**src/rtl/tbi_pkg.sv**
```systemverilog
package tbi_pkg;
    localparam int BYTE_W = 8;
    localparam int CNT_W  = 2 * BYTE_W;
    localparam int MODE_W = 3;

    typedef enum logic [1:0] {
        ACC_LATCH = 2'b00,
        ACC_LSB   = 2'b01,
        ACC_MSB   = 2'b10,
        ACC_WORD  = 2'b11
    } access_t;

    typedef enum logic {
        W_LO = 1'b0,
        W_HI = 1'b1
    } wr_state_t;

    typedef enum logic {
        R_LO = 1'b0,
        R_HI = 1'b1
    } rd_state_t;
endpackage

```
**src/rtl/tbi_decode.sv**
```systemverilog
module tbi_decode #(
    parameter int N_CH = 3
) (
    input  logic            sel,
    input  logic            rd_en,
    input  logic            wr_en,
    input  logic [1:0]      addr,
    input  logic [1:0]      ctl_target,
    output logic [N_CH-1:0] ctl_we,
    output logic [N_CH-1:0] data_we,
    output logic [N_CH-1:0] data_re,
    output logic            ctl_rd
);
    logic wr_hit;
    logic rd_hit;
    logic is_ctl;

    assign wr_hit = sel && wr_en;
    assign rd_hit = sel && rd_en && !wr_en;
    assign is_ctl = (addr == 2'b11);
    assign ctl_rd = rd_hit && is_ctl;

    for (genvar i = 0; i < N_CH; i++) begin : g_port
        assign data_we[i] = wr_hit && !is_ctl && (addr == 2'(i));
        assign data_re[i] = rd_hit && !is_ctl && (addr == 2'(i));
        assign ctl_we[i]  = wr_hit && is_ctl && (ctl_target == 2'(i));
    end
endmodule

```
**src/rtl/tbi_channel.sv**
```systemverilog
module tbi_channel
    import tbi_pkg::*;
(
    input  logic              clk,
    input  logic              rst_n,
    input  logic              ctl_we,
    input  logic [5:0]        ctl_field,
    input  logic              data_we,
    input  logic              data_re,
    input  logic [BYTE_W-1:0] wdata,
    input  logic [CNT_W-1:0]  live_count,
    output logic              load,
    output logic [CNT_W-1:0]  count,
    output logic [MODE_W-1:0] mode,
    output logic              bcd,
    output logic [BYTE_W-1:0] rd_byte
);
    access_t           fmt;
    logic              programmed;
    logic [BYTE_W-1:0] lo_hold, lo_hold_nx;
    logic [CNT_W-1:0]  snap;
    logic              snap_valid;
    wr_state_t         wst, wst_nx;
    rd_state_t         rst_q, rst_nx;
    logic              load_nx;
    logic [CNT_W-1:0]  count_nx;
    logic [CNT_W-1:0]  rd_src;
    logic              rd_done;

    access_t ctl_fmt;
    logic    is_latch;
    logic    is_prog;
    logic    wr_go;

    assign ctl_fmt  = access_t'(ctl_field[5:4]);
    assign is_latch = ctl_we && (ctl_fmt == ACC_LATCH);
    assign is_prog  = ctl_we && (ctl_fmt != ACC_LATCH);
    assign wr_go    = data_we && programmed;

    // state and data registers
    always_ff @(posedge clk) begin
        if (!rst_n) begin
            wst        <= W_LO;
            rst_q      <= R_LO;
            fmt        <= ACC_LSB;
            programmed <= 1'b0;
            mode       <= '0;
            bcd        <= 1'b0;
            lo_hold    <= '0;
            count      <= '0;
            load       <= 1'b0;
            snap       <= '0;
            snap_valid <= 1'b0;
        end else begin
            wst     <= wst_nx;
            rst_q   <= rst_nx;
            lo_hold <= lo_hold_nx;
            count   <= count_nx;
            load    <= load_nx;
            if (is_prog) begin
                fmt        <= ctl_fmt;
                mode       <= ctl_field[3:1];
                bcd        <= ctl_field[0];
                programmed <= 1'b1;
            end
            if (is_latch && !snap_valid) begin
                snap       <= live_count;
                snap_valid <= 1'b1;
            end else if (rd_done) begin
                snap_valid <= 1'b0;
            end
        end
    end

    // write-side next state and divisor assembly
    always_comb begin
        wst_nx     = wst;
        lo_hold_nx = lo_hold;
        count_nx   = count;
        load_nx    = 1'b0;
        if (is_prog) begin
            wst_nx = W_LO;
        end else if (wr_go) begin
            unique case (fmt)
                ACC_LSB: begin
                    count_nx = {{BYTE_W{1'b0}}, wdata};
                    load_nx  = 1'b1;
                end
                ACC_MSB: begin
                    count_nx = {wdata, {BYTE_W{1'b0}}};
                    load_nx  = 1'b1;
                end
                ACC_WORD: begin
                    unique case (wst)
                        W_LO: begin
                            lo_hold_nx = wdata;
                            wst_nx     = W_HI;
                        end
                        W_HI: begin
                            count_nx = {wdata, lo_hold};
                            load_nx  = 1'b1;
                            wst_nx   = W_LO;
                        end
                    endcase
                end
                default: ;
            endcase
        end
    end

    // read-side next state and byte selection
    always_comb begin
        rd_src  = snap_valid ? snap : live_count;
        rst_nx  = rst_q;
        rd_done = 1'b0;
        unique case (fmt)
            ACC_MSB:  rd_byte = rd_src[CNT_W-1:BYTE_W];
            ACC_WORD: rd_byte = (rst_q == R_HI) ? rd_src[CNT_W-1:BYTE_W]
                                                : rd_src[BYTE_W-1:0];
            default:  rd_byte = rd_src[BYTE_W-1:0];
        endcase
        if (is_prog) begin
            rst_nx = R_LO;
        end else if (data_re) begin
            if (fmt == ACC_WORD) begin
                unique case (rst_q)
                    R_LO: rst_nx = R_HI;
                    R_HI: begin
                        rst_nx  = R_LO;
                        rd_done = 1'b1;
                    end
                endcase
            end else begin
                rd_done = 1'b1;
            end
        end
    end
endmodule

```
**src/rtl/timer_bus_if.sv**
```systemverilog
module timer_bus_if
    import tbi_pkg::*;
#(
    parameter int N_CH = 3
) (
    input  logic                     clk,
    input  logic                     rst_n,
    input  logic                     sel,
    input  logic                     rd_en,
    input  logic                     wr_en,
    input  logic [1:0]               addr,
    input  logic [BYTE_W-1:0]        wdata,
    output logic [BYTE_W-1:0]        rdata,
    input  logic [N_CH*CNT_W-1:0]    live_count,
    output logic [N_CH-1:0]          ch_load,
    output logic [N_CH*CNT_W-1:0]    ch_count,
    output logic [N_CH*MODE_W-1:0]   ch_mode,
    output logic [N_CH-1:0]          ch_bcd
);
    logic [N_CH-1:0]   ctl_we;
    logic [N_CH-1:0]   data_we;
    logic [N_CH-1:0]   data_re;
    logic              ctl_rd;
    logic [BYTE_W-1:0] rd_byte [N_CH];
    logic [BYTE_W-1:0] rd_pick;

    tbi_decode #(.N_CH(N_CH)) u_decode (
        .sel        (sel),
        .rd_en      (rd_en),
        .wr_en      (wr_en),
        .addr       (addr),
        .ctl_target (wdata[7:6]),
        .ctl_we     (ctl_we),
        .data_we    (data_we),
        .data_re    (data_re),
        .ctl_rd     (ctl_rd)
    );

    for (genvar i = 0; i < N_CH; i++) begin : g_ch
        tbi_channel u_ch (
            .clk        (clk),
            .rst_n      (rst_n),
            .ctl_we     (ctl_we[i]),
            .ctl_field  (wdata[5:0]),
            .data_we    (data_we[i]),
            .data_re    (data_re[i]),
            .wdata      (wdata),
            .live_count (live_count[i*CNT_W +: CNT_W]),
            .load       (ch_load[i]),
            .count      (ch_count[i*CNT_W +: CNT_W]),
            .mode       (ch_mode[i*MODE_W +: MODE_W]),
            .bcd        (ch_bcd[i]),
            .rd_byte    (rd_byte[i])
        );
    end

    always_comb begin
        rd_pick = '0;
        for (int i = 0; i < N_CH; i++) begin
            if (data_re[i]) rd_pick = rd_byte[i];
        end
    end

    always_ff @(posedge clk) begin
        if (!rst_n) begin
            rdata <= '0;
        end else if (|data_re) begin
            rdata <= rd_pick;
        end else if (ctl_rd) begin
            rdata <= '0;
        end
    end
endmodule

```
**config.mk**
```make
export PLATFORM = sky130hd
export DESIGN_NAME = timer_bus_if
export DESIGN_NICKNAME = d
export VERILOG_FILES = /design/src/rtl/tbi_pkg.sv /design/src/rtl/tbi_decode.sv /design/src/rtl/tbi_channel.sv /design/src/rtl/timer_bus_if.sv
export SDC_FILE = /design/constraint.sdc
export NUM_CORES = 1
export LEC_CHECK = 0
export ABC_CLOCK_PERIOD_IN_PS = 6000
export BUFFER_PORTS_ARGS = -buffer_cell sky130_fd_sc_hd__buf_2
export CAP_MARGIN = 20
export CORE_MARGIN = 2
export CORE_UTILIZATION = 45
export DETAILED_ROUTE_END_ITERATION = 16
export GPL_ROUTABILITY_DRIVEN = 0
export PLACE_DENSITY = 0.67
export SYNTH_ARGS = -nofsm -noshare
export SYNTH_HDL_FRONTEND = slang
export SYNTH_SLANG_ARGS = --single-unit
```
**constraint.sdc**
```tcl
create_clock -name clk -period 6 [get_ports clk]
set_input_delay 1.5 -clock clk [delete_from_list [all_inputs] [get_ports clk]]
set_output_delay 1.5 -clock clk [all_outputs]
set_load 0.02 [all_outputs]
```
==> impl_metrics.csv, run 1 <==
group,metric,value,unit
critical_path,reg2regPathDepth,5,
synthesis,synth_mux_area_share,18.6,%
synthesis,syn_nets,859,
synthesis,synth_cell_types,48,
power_and_ir_drop,power.share.clock,50.4,%
synthesis,seq_area_frac_synth,44.3,%
detailed_routing,drtIter0Drc,325,
detailed_routing,drc,0,
die,fp.dieH,131,um
die,die-area,17200,um2
final_layout,n_antenna_cell,0,
synthesis,synth_edf_count,0,
power_and_ir_drop,pwr_density_cell,278,nW/um2
critical_path,criticalPathCategory,"in2reg",
clock_tree,cts_resized,0,
synthesis,synthCells,786,
sta,period_share,47.6,%
sta,min_period,2860,ps
detailed_routing,ant_nets,0,
detailed_routing,wirelength,18000,um
synthesis,netlist.area_leader.share,44.3,%
sta,finalMaxSlewViolations,0,
grt,grt_pass1_vias,5595,
hold_path,worstHoldPathCells,2,
power_and_ir_drop,seq_power_share,45.1,%
synthesis,synthFlopType,"dfxtp_1",
synthesis,yosysMostFrequentCell,"dfxtp_1",
die,initial_core_util,46.0,%
placed_design,hpwlAfterDp,12100,um
hold_path,holdPathEnd,"g_ch[0].u_ch.count[14]",
critical_path,crit_path_end_kind,"flip-flop",
critical_path,cp_slowest_cell,"a211oi_1",
clock_tree,cts.clk_slew.worst_paths,70,ps
synthesis,synth_xor_area_share,0.482,%
final_layout,n_fill_cell,1473,
sta,worst_pin_slew,1120,ps
sta,slew-limit-headroom,25.0,%
placed_design,portBuffers,133,
critical_path,r2r-end,"g_ch[2].u_ch.lo_hold[2]",
synthesis,synth_area_leader_cell,"dfxtp_1",
clock_tree,ctsRootBufferMaster,"clkbuf_16",
critical_path,critPathLaunchType,"primary input",
grt,grt_max_degree,97,
final_layout,area_growth,17.9,%
die,die_w,131,um
synthesis,synth_compound_gate_area_share,11.7,%
power_and_ir_drop,p_leak,3.41,nW
synthesis,postSynthAreaPerCell,9.26,um2
final_layout,fin_nets,951,
sta,skew,11.5,ps
critical_path,r2r_slack,3620,ps
final_layout,layout-drive-gt1-share,21.2,%
detailed_routing,vias,5986,
final_layout,finish.utilization,54.2,%
die,ioPinCount,134,
sta,setup-violations-final,0,
detailed_routing,wire_per_inst,16.3,um
synthesis,ys_seq_elements,161,
power_and_ir_drop,p_comb_share,4.6,%
detailed_routing,drt-pass1-iter-count,5,
run_status,status,"finished clean",
synthesis,synthArstFlopShare,0,%
grt,grtUsageTotal,20.9,%
power_and_ir_drop,p_switching,519,uW
power_and_ir_drop,vdd_drop_max,0.287,mV
die,core,15800,um2
clock_tree,cts_max_path_buffers,2,
synthesis,ys.warnings.count,0,
grt,grt_pass1_wl,29200,um
critical_path,slowest_delay,950,ps
sta,clock.fmax,350,MHz
critical_path,arrival,3210,ps
clock_tree,clk_latency,430,ps
run,drv_cap,0,
die,fp-row-count,46,
clock_tree,cts_tree,"yes",
grt,antenna_found_initial,0,
power_and_ir_drop,switching_share,21.8,%
hold_path,min-delay-path-class,"reg2reg",
synthesis,syn_area,7270,um2
clock_tree,hold_buffers,0,
sta,rsz0062_at_grt,"no",
detailed_routing,vias_per_cell,5.41,
sta,tns,0,ps
synthesis,yosys.area_share.adder,1.72,%
critical_path,path_cells,"buf_2 -> nand3b_1 -> a211oi_1 -> a32oi_1 -> a31oi_1",
clock_tree,cts_buffers,17,
clock_tree,htree_num_levels,4,
synthesis,synthTopCellsByArea,"dfxtp_1 44%, mux2i_1 18%, nor2_1 7.5%, a22oi_1 2.4%, nand2_1 2.3%",
hold_path,hold_start,"g_ch[0].u_ch.count[14]",
sta,finalHoldViolCount,0,
clock_tree,clkSinkCount,161,
critical_path,reg2reg_from,"g_ch[2].u_ch.fmt[1]",
synthesis,yosys.area_share.simple,17.9,%
critical_path,crit_required,6350,ps
critical_path,crit_fanout,8,
grt,grt.overflow.total,0,
synthesis,ys_top_cells_by_count,"161 x dfxtp_1, 145 x nor2_1, 131 x mux2i_1",
synthesis,synth_top_family_by_area,"multiplexers",
power_and_ir_drop,p_int,1.86,mW
clock_tree,cts_setup_buffers,0,
-- per-layer routing --
metal / vias up / GRT usage (%) / share of wire [%]
met4: 0 / 6.46 / 1.2
met3: 19 / 5.25 / 6.1
met1: 2839 / 27.7 / 45
met2: 163 / 33.7 / 48
met5: - / 0 / 0
li1: 2965 / - / -
-- worst max-delay path by stage --
stage	start	endpoint	slack, ps
3_3_place_gp	rst_n	g_ch[2].u_ch.count[7]	2700
6_report	wr_en	rdata[6]	3140
2_1_floorplan	addr[0]	g_ch[2].u_ch.snap[10]	3040
3_5_place_dp	rst_n	g_ch[2].u_ch.count[6]	2730
4_1_cts	rst_n	g_ch[1].u_ch.count[3]	3160
5_1_grt	rst_n	g_ch[1].u_ch.count[3]	3010
-- area by class of cell --
cell class                 count  area [um2]  area share (%)
clock buffer                  20         447            5.21
timing repair buffer         138         703            8.20
clock inverter                12         206            2.41
multi-input combinational    549        3680            42.9
tap                          216         270            3.15
inverter                      11        43.8           0.511
sequential                   161        3220            37.6
-- worst max-delay path, delay by kind of cell --
family / cells / cell delay (ps)
AOI/OAI and AO/OA: 3 / 1260
and+or+nand+nor: 1 / 320
buffers and inverters: 1 / 130
-- stage by stage --
stage / hold slack (ps) / setup slack, ps / std cells / area, um2 / total power, mW
4_1_cts: 452 / 3160 / 1107 / 8570 / 2.40
6_report: 447 / 3140 / 1107 / 8570 / 2.38
3_5_place_dp: 443 / 2730 / 1075 / 7920 / 1.21
2_1_floorplan: 440 / 3040 / 786 / 7270 / 1.16
3_3_place_gp: 439 / 2700 / 1075 / 7920 / 1.21
5_1_grt: 469 / 3010 / 1107 / 8570 / 2.46
-- cell families after synthesis --
| kind of cell | after synthesis |
|---|---|
| muxes | 135 |
| DFF | 161 |
| adders and majority gates | 10 |
| buffers and inverters | 76 |
| xor gates and xnor gates | 4 |
| and+or+nand+nor | 279 |
| AOI/OAI and AO/OA | 121 |
-- cell usage in the layout, fill, tap and decap left out, types with 7 or more instances in the layout --
master     count
dfxtp_1      161
nor2_1       145
buf_2        133
mux2i_1      131
nand2_1       45
a21oi_1       28
a22oi_1       23
nand3_1       21
nor3b_1       17
a211oi_1      17
clkbuf_16     17
o22ai_1       16
nor3_1        16
inv_1         10
ha_1          10
o221ai_1       9
a311oi_1       8
a32o_1         7
-- power groups by stage --
stage	logic [mW]	registers, mW	clock network (mW)
floorplan	0.0606	1.10	0
global placement	0.109	1.10	0
detailed placement	0.108	1.10	0
CTS	0.109	1.07	1.21
global route	0.119	1.07	1.26
finish	0.108	1.07	1.20
-- state kept, by name (all words and copies together) (netlist names) --
name,count
g_ch.u_ch.bcd,3
g_ch.u_ch.count,48
g_ch.u_ch.fmt,6
g_ch.u_ch.lo_hold,24
g_ch.u_ch.load,3
g_ch.u_ch.mode,9
g_ch.u_ch.programmed,3
g_ch.u_ch.rst_q,3
g_ch.u_ch.snap,48
g_ch.u_ch.snap_valid,3
g_ch.u_ch.wst,3
rdata,8
No activity file was read; power rests on OpenSTA's default activity.
==> run 2: changes to the inputs <==
--- a/config.mk
+++ b/config.mk
@@ -5,7 +5,7 @@
 export SDC_FILE = /design/constraint.sdc
 export NUM_CORES = 1
 export LEC_CHECK = 0
-export ABC_CLOCK_PERIOD_IN_PS = 6000
+export ABC_CLOCK_PERIOD_IN_PS = 2800
 export BUFFER_PORTS_ARGS = -buffer_cell sky130_fd_sc_hd__buf_2
 export CAP_MARGIN = 20
 export CORE_MARGIN = 2
==> constraint.sdc (replaced) <==
create_clock -name clk -period 2.8 [get_ports clk]
set_input_delay 0.7 -clock clk [delete_from_list [all_inputs] [get_ports clk]]
set_output_delay 0.7 -clock clk [all_outputs]
set_load 0.02 [all_outputs]
==> run 2 against run 1 <==
Non-clock buffer count up 16. Sequential power up 110%. Design area up 0.61%. Clock power up 94%. Count of clock-buffer cells in the layout unchanged. Global-route usage up 0.39 points. Via count up 1.3%. Worst hold slack better by 2.6 ps. Worst setup slack worse by 2500 ps. Flip-flop and latch count unchanged. Highest routed layer unchanged.
==> impl_metrics.csv, run 2 (same netlist as run 1, synthesis figures left out) <==
group,metric,value,unit
detailed_routing,vias,6061,
detailed_routing,wire_per_inst,16.1,um
sta,finalHoldViolCount,0,
final_layout,stdcell_area,8630,um2
critical_path,critPathBufInv,1,
die,fp-row-count,46,
critical_path,r2r_slack,680,ps
critical_path,crit_fanout,7,
critical_path,criticalPathCategory,"reg2reg",
die,core,15800,um2
sta,worst_pin_slew,1110,ps
final_layout,layout_commonest_cell,"dfxtp_1",
hold_path,holdPathEnd,"g_ch[0].u_ch.count[13]",
final_layout,n_fill_cell,1465,
power_and_ir_drop,pwr_density_cell,565,nW/um2
sta,holdWs,450,ps
hold_path,min-delay-path-class,"reg2reg",
sta,skew,5.48,ps
run_status,status,"finished clean",
power_and_ir_drop,power,4.87,mW
critical_path,r2r-end,"rdata[5]",
placed_design,placed_cell_area,8040,um2
power_and_ir_drop,p_leak,3.46,nW
placed_design,portBuffers,133,
sta,rsz0062_at_grt,"no",
hold_path,hold_start,"g_ch[0].u_ch.count[13]",
clock_tree,cts_tree,"yes",
sta,period_share,75.8,%
hold_path,worstHoldPathCells,2,
critical_path,reg2reg_from,"g_ch[0].u_ch.fmt[0]",
sta,min_period,2120,ps
clock_tree,cts_setup_buffers,0,
grt,grt_max_degree,65,
sta,clock.fmax,471,MHz
clock_tree,ctsRootBufferMaster,"clkbuf_16",
critical_path,slowest_delay,510,ps
final_layout,layout_common_cells,"161 x dfxtp_1, 145 x nor2_1, 133 x buf_2, 131 x mux2i_1, 45 x nand2_1",
clock_tree,cts_buffers,17,
critical_path,reg2regPathDepth,7,
detailed_routing,wirelength,18100,um
sta,finalMaxSlewViolations,0,
final_layout,area_growth,18.6,%
critical_path,path_cells,"inv_1 -> ha_1 -> a21oi_1 -> o22ai_1 -> a22oi_1 -> nand2_1 -> a32o_1",
grt,grt_pass1_vias,5762,
sta,setup-violations-final,0,
sta,slew-limit-headroom,25.5,%
final_layout,fin_nets,967,
critical_path,crit_path_end_kind,"flip-flop",
critical_path,crit_required,3120,ps
grt,antenna_found_initial,0,
clock_tree,clk_latency,430,ps
grt,grt_pass1_wl,29600,um
clock_tree,cts_max_path_buffers,2,
sta,tns,0,ps
detailed_routing,drt-pass1-iter-count,5,
final_layout,layout_top_registers,"g_ch.u_ch.count x48, g_ch.u_ch.snap x48, g_ch.u_ch.lo_hold x24",
critical_path,crit_family,"compound AO/OA/AOI/OAI gates",
critical_path,critPathLaunchType,"flip-flop",
final_layout,n_antenna_cell,0,
power_and_ir_drop,vdd_drop_max,0.436,mV
clock_tree,htree_num_levels,4,
clock_tree,cts_resized,0,
critical_path,arrival,2440,ps
die,fp.dieH,131,um
clock_tree,clkSinkCount,161,
final_layout,finish.utilization,54.5,%
run,drv_cap,0,
grt,grtUsageTotal,21.3,%
placed_design,hpwlAfterDp,12300,um
detailed_routing,ant_nets,0,
detailed_routing,drtIter0Drc,330,
die,ioPinCount,134,
detailed_routing,drc,0,
die,die-area,17200,um2
grt,grt.overflow.total,0,
clock_tree,cts.clk_slew.worst_paths,60,ps
die,die_w,131,um
clock_tree,hold_buffers,0,
final_layout,layout-drive-gt1-share,22.5,%
detailed_routing,vias_per_cell,5.40,
die,initial_core_util,46.0,%
critical_path,cp_slowest_cell,"a21oi_1",
-- run 2: cell types whose count changed in the layout (fill, tap and decap cells not counted), sizes merged --
cell      before  now
buf          138  154
bufinv         5    3
clkinv         5    6
clkinvlp       1    2
inv           12   11
-- run 2: report_power, final --
group	switching (mW)	total (mW)	internal (mW)
logic	0.153	0.238	0.0851
clock network	0.922	2.33	1.41
registers	0.00320	2.30	2.30
total	1.08	4.87	3.79
-- run 2: worst reg2reg max path, cell delays in order, from the launching register on --
cell and delay, ps:
dfxtp_1 390, inv_1 80, ha_1 280, a21oi_1 510, o22ai_1 170, a22oi_1 260
nand2_1 80, a32o_1 260
-- run 2: cell type report --
cell class                 instances  area [um2]  area share (%)
timing repair buffer             154         823            9.54
clock buffer                      20         447            5.18
clock inverter                    11         139            1.61
multi-input combinational        549        3680            42.7
sequential                       161        3220            37.4
tap                              216         270            3.13
inverter                          11        43.8           0.508
-- run 2: per-stage QoR --
step,cells,worst slack [ps]
2_1_floorplan,786,640
3_3_place_gp,1091,423
3_5_place_dp,1091,392
4_1_cts,1122,673
5_1_grt,1122,459
6_report,1122,676
-- run 2: how the worst max path moves through the flow --
stage                              from                    end  slack [ps]  cells after the start
floorplan                       addr[0]  g_ch[2].u_ch.snap[10]         640                      8
global placement                addr[1]  g_ch[2].u_ch.snap[13]         420                      7
detailed placement                wr_en               rdata[3]         390                      4
CTS                 g_ch[0].u_ch.fmt[0]               rdata[5]         670                      7
global route        g_ch[0].u_ch.fmt[0]               rdata[1]         460                      7
finish              g_ch[0].u_ch.fmt[0]               rdata[5]         680                      7
-- run 2: routing by layer --
metal	routed length (um)	up-vias	GRT usage, %
li1	-	3003	-
met1	8530	2884	28.0
met2	8290	144	34.0
met3	837	30	4.82
met4	408	0	8.70
met5	0	-	0
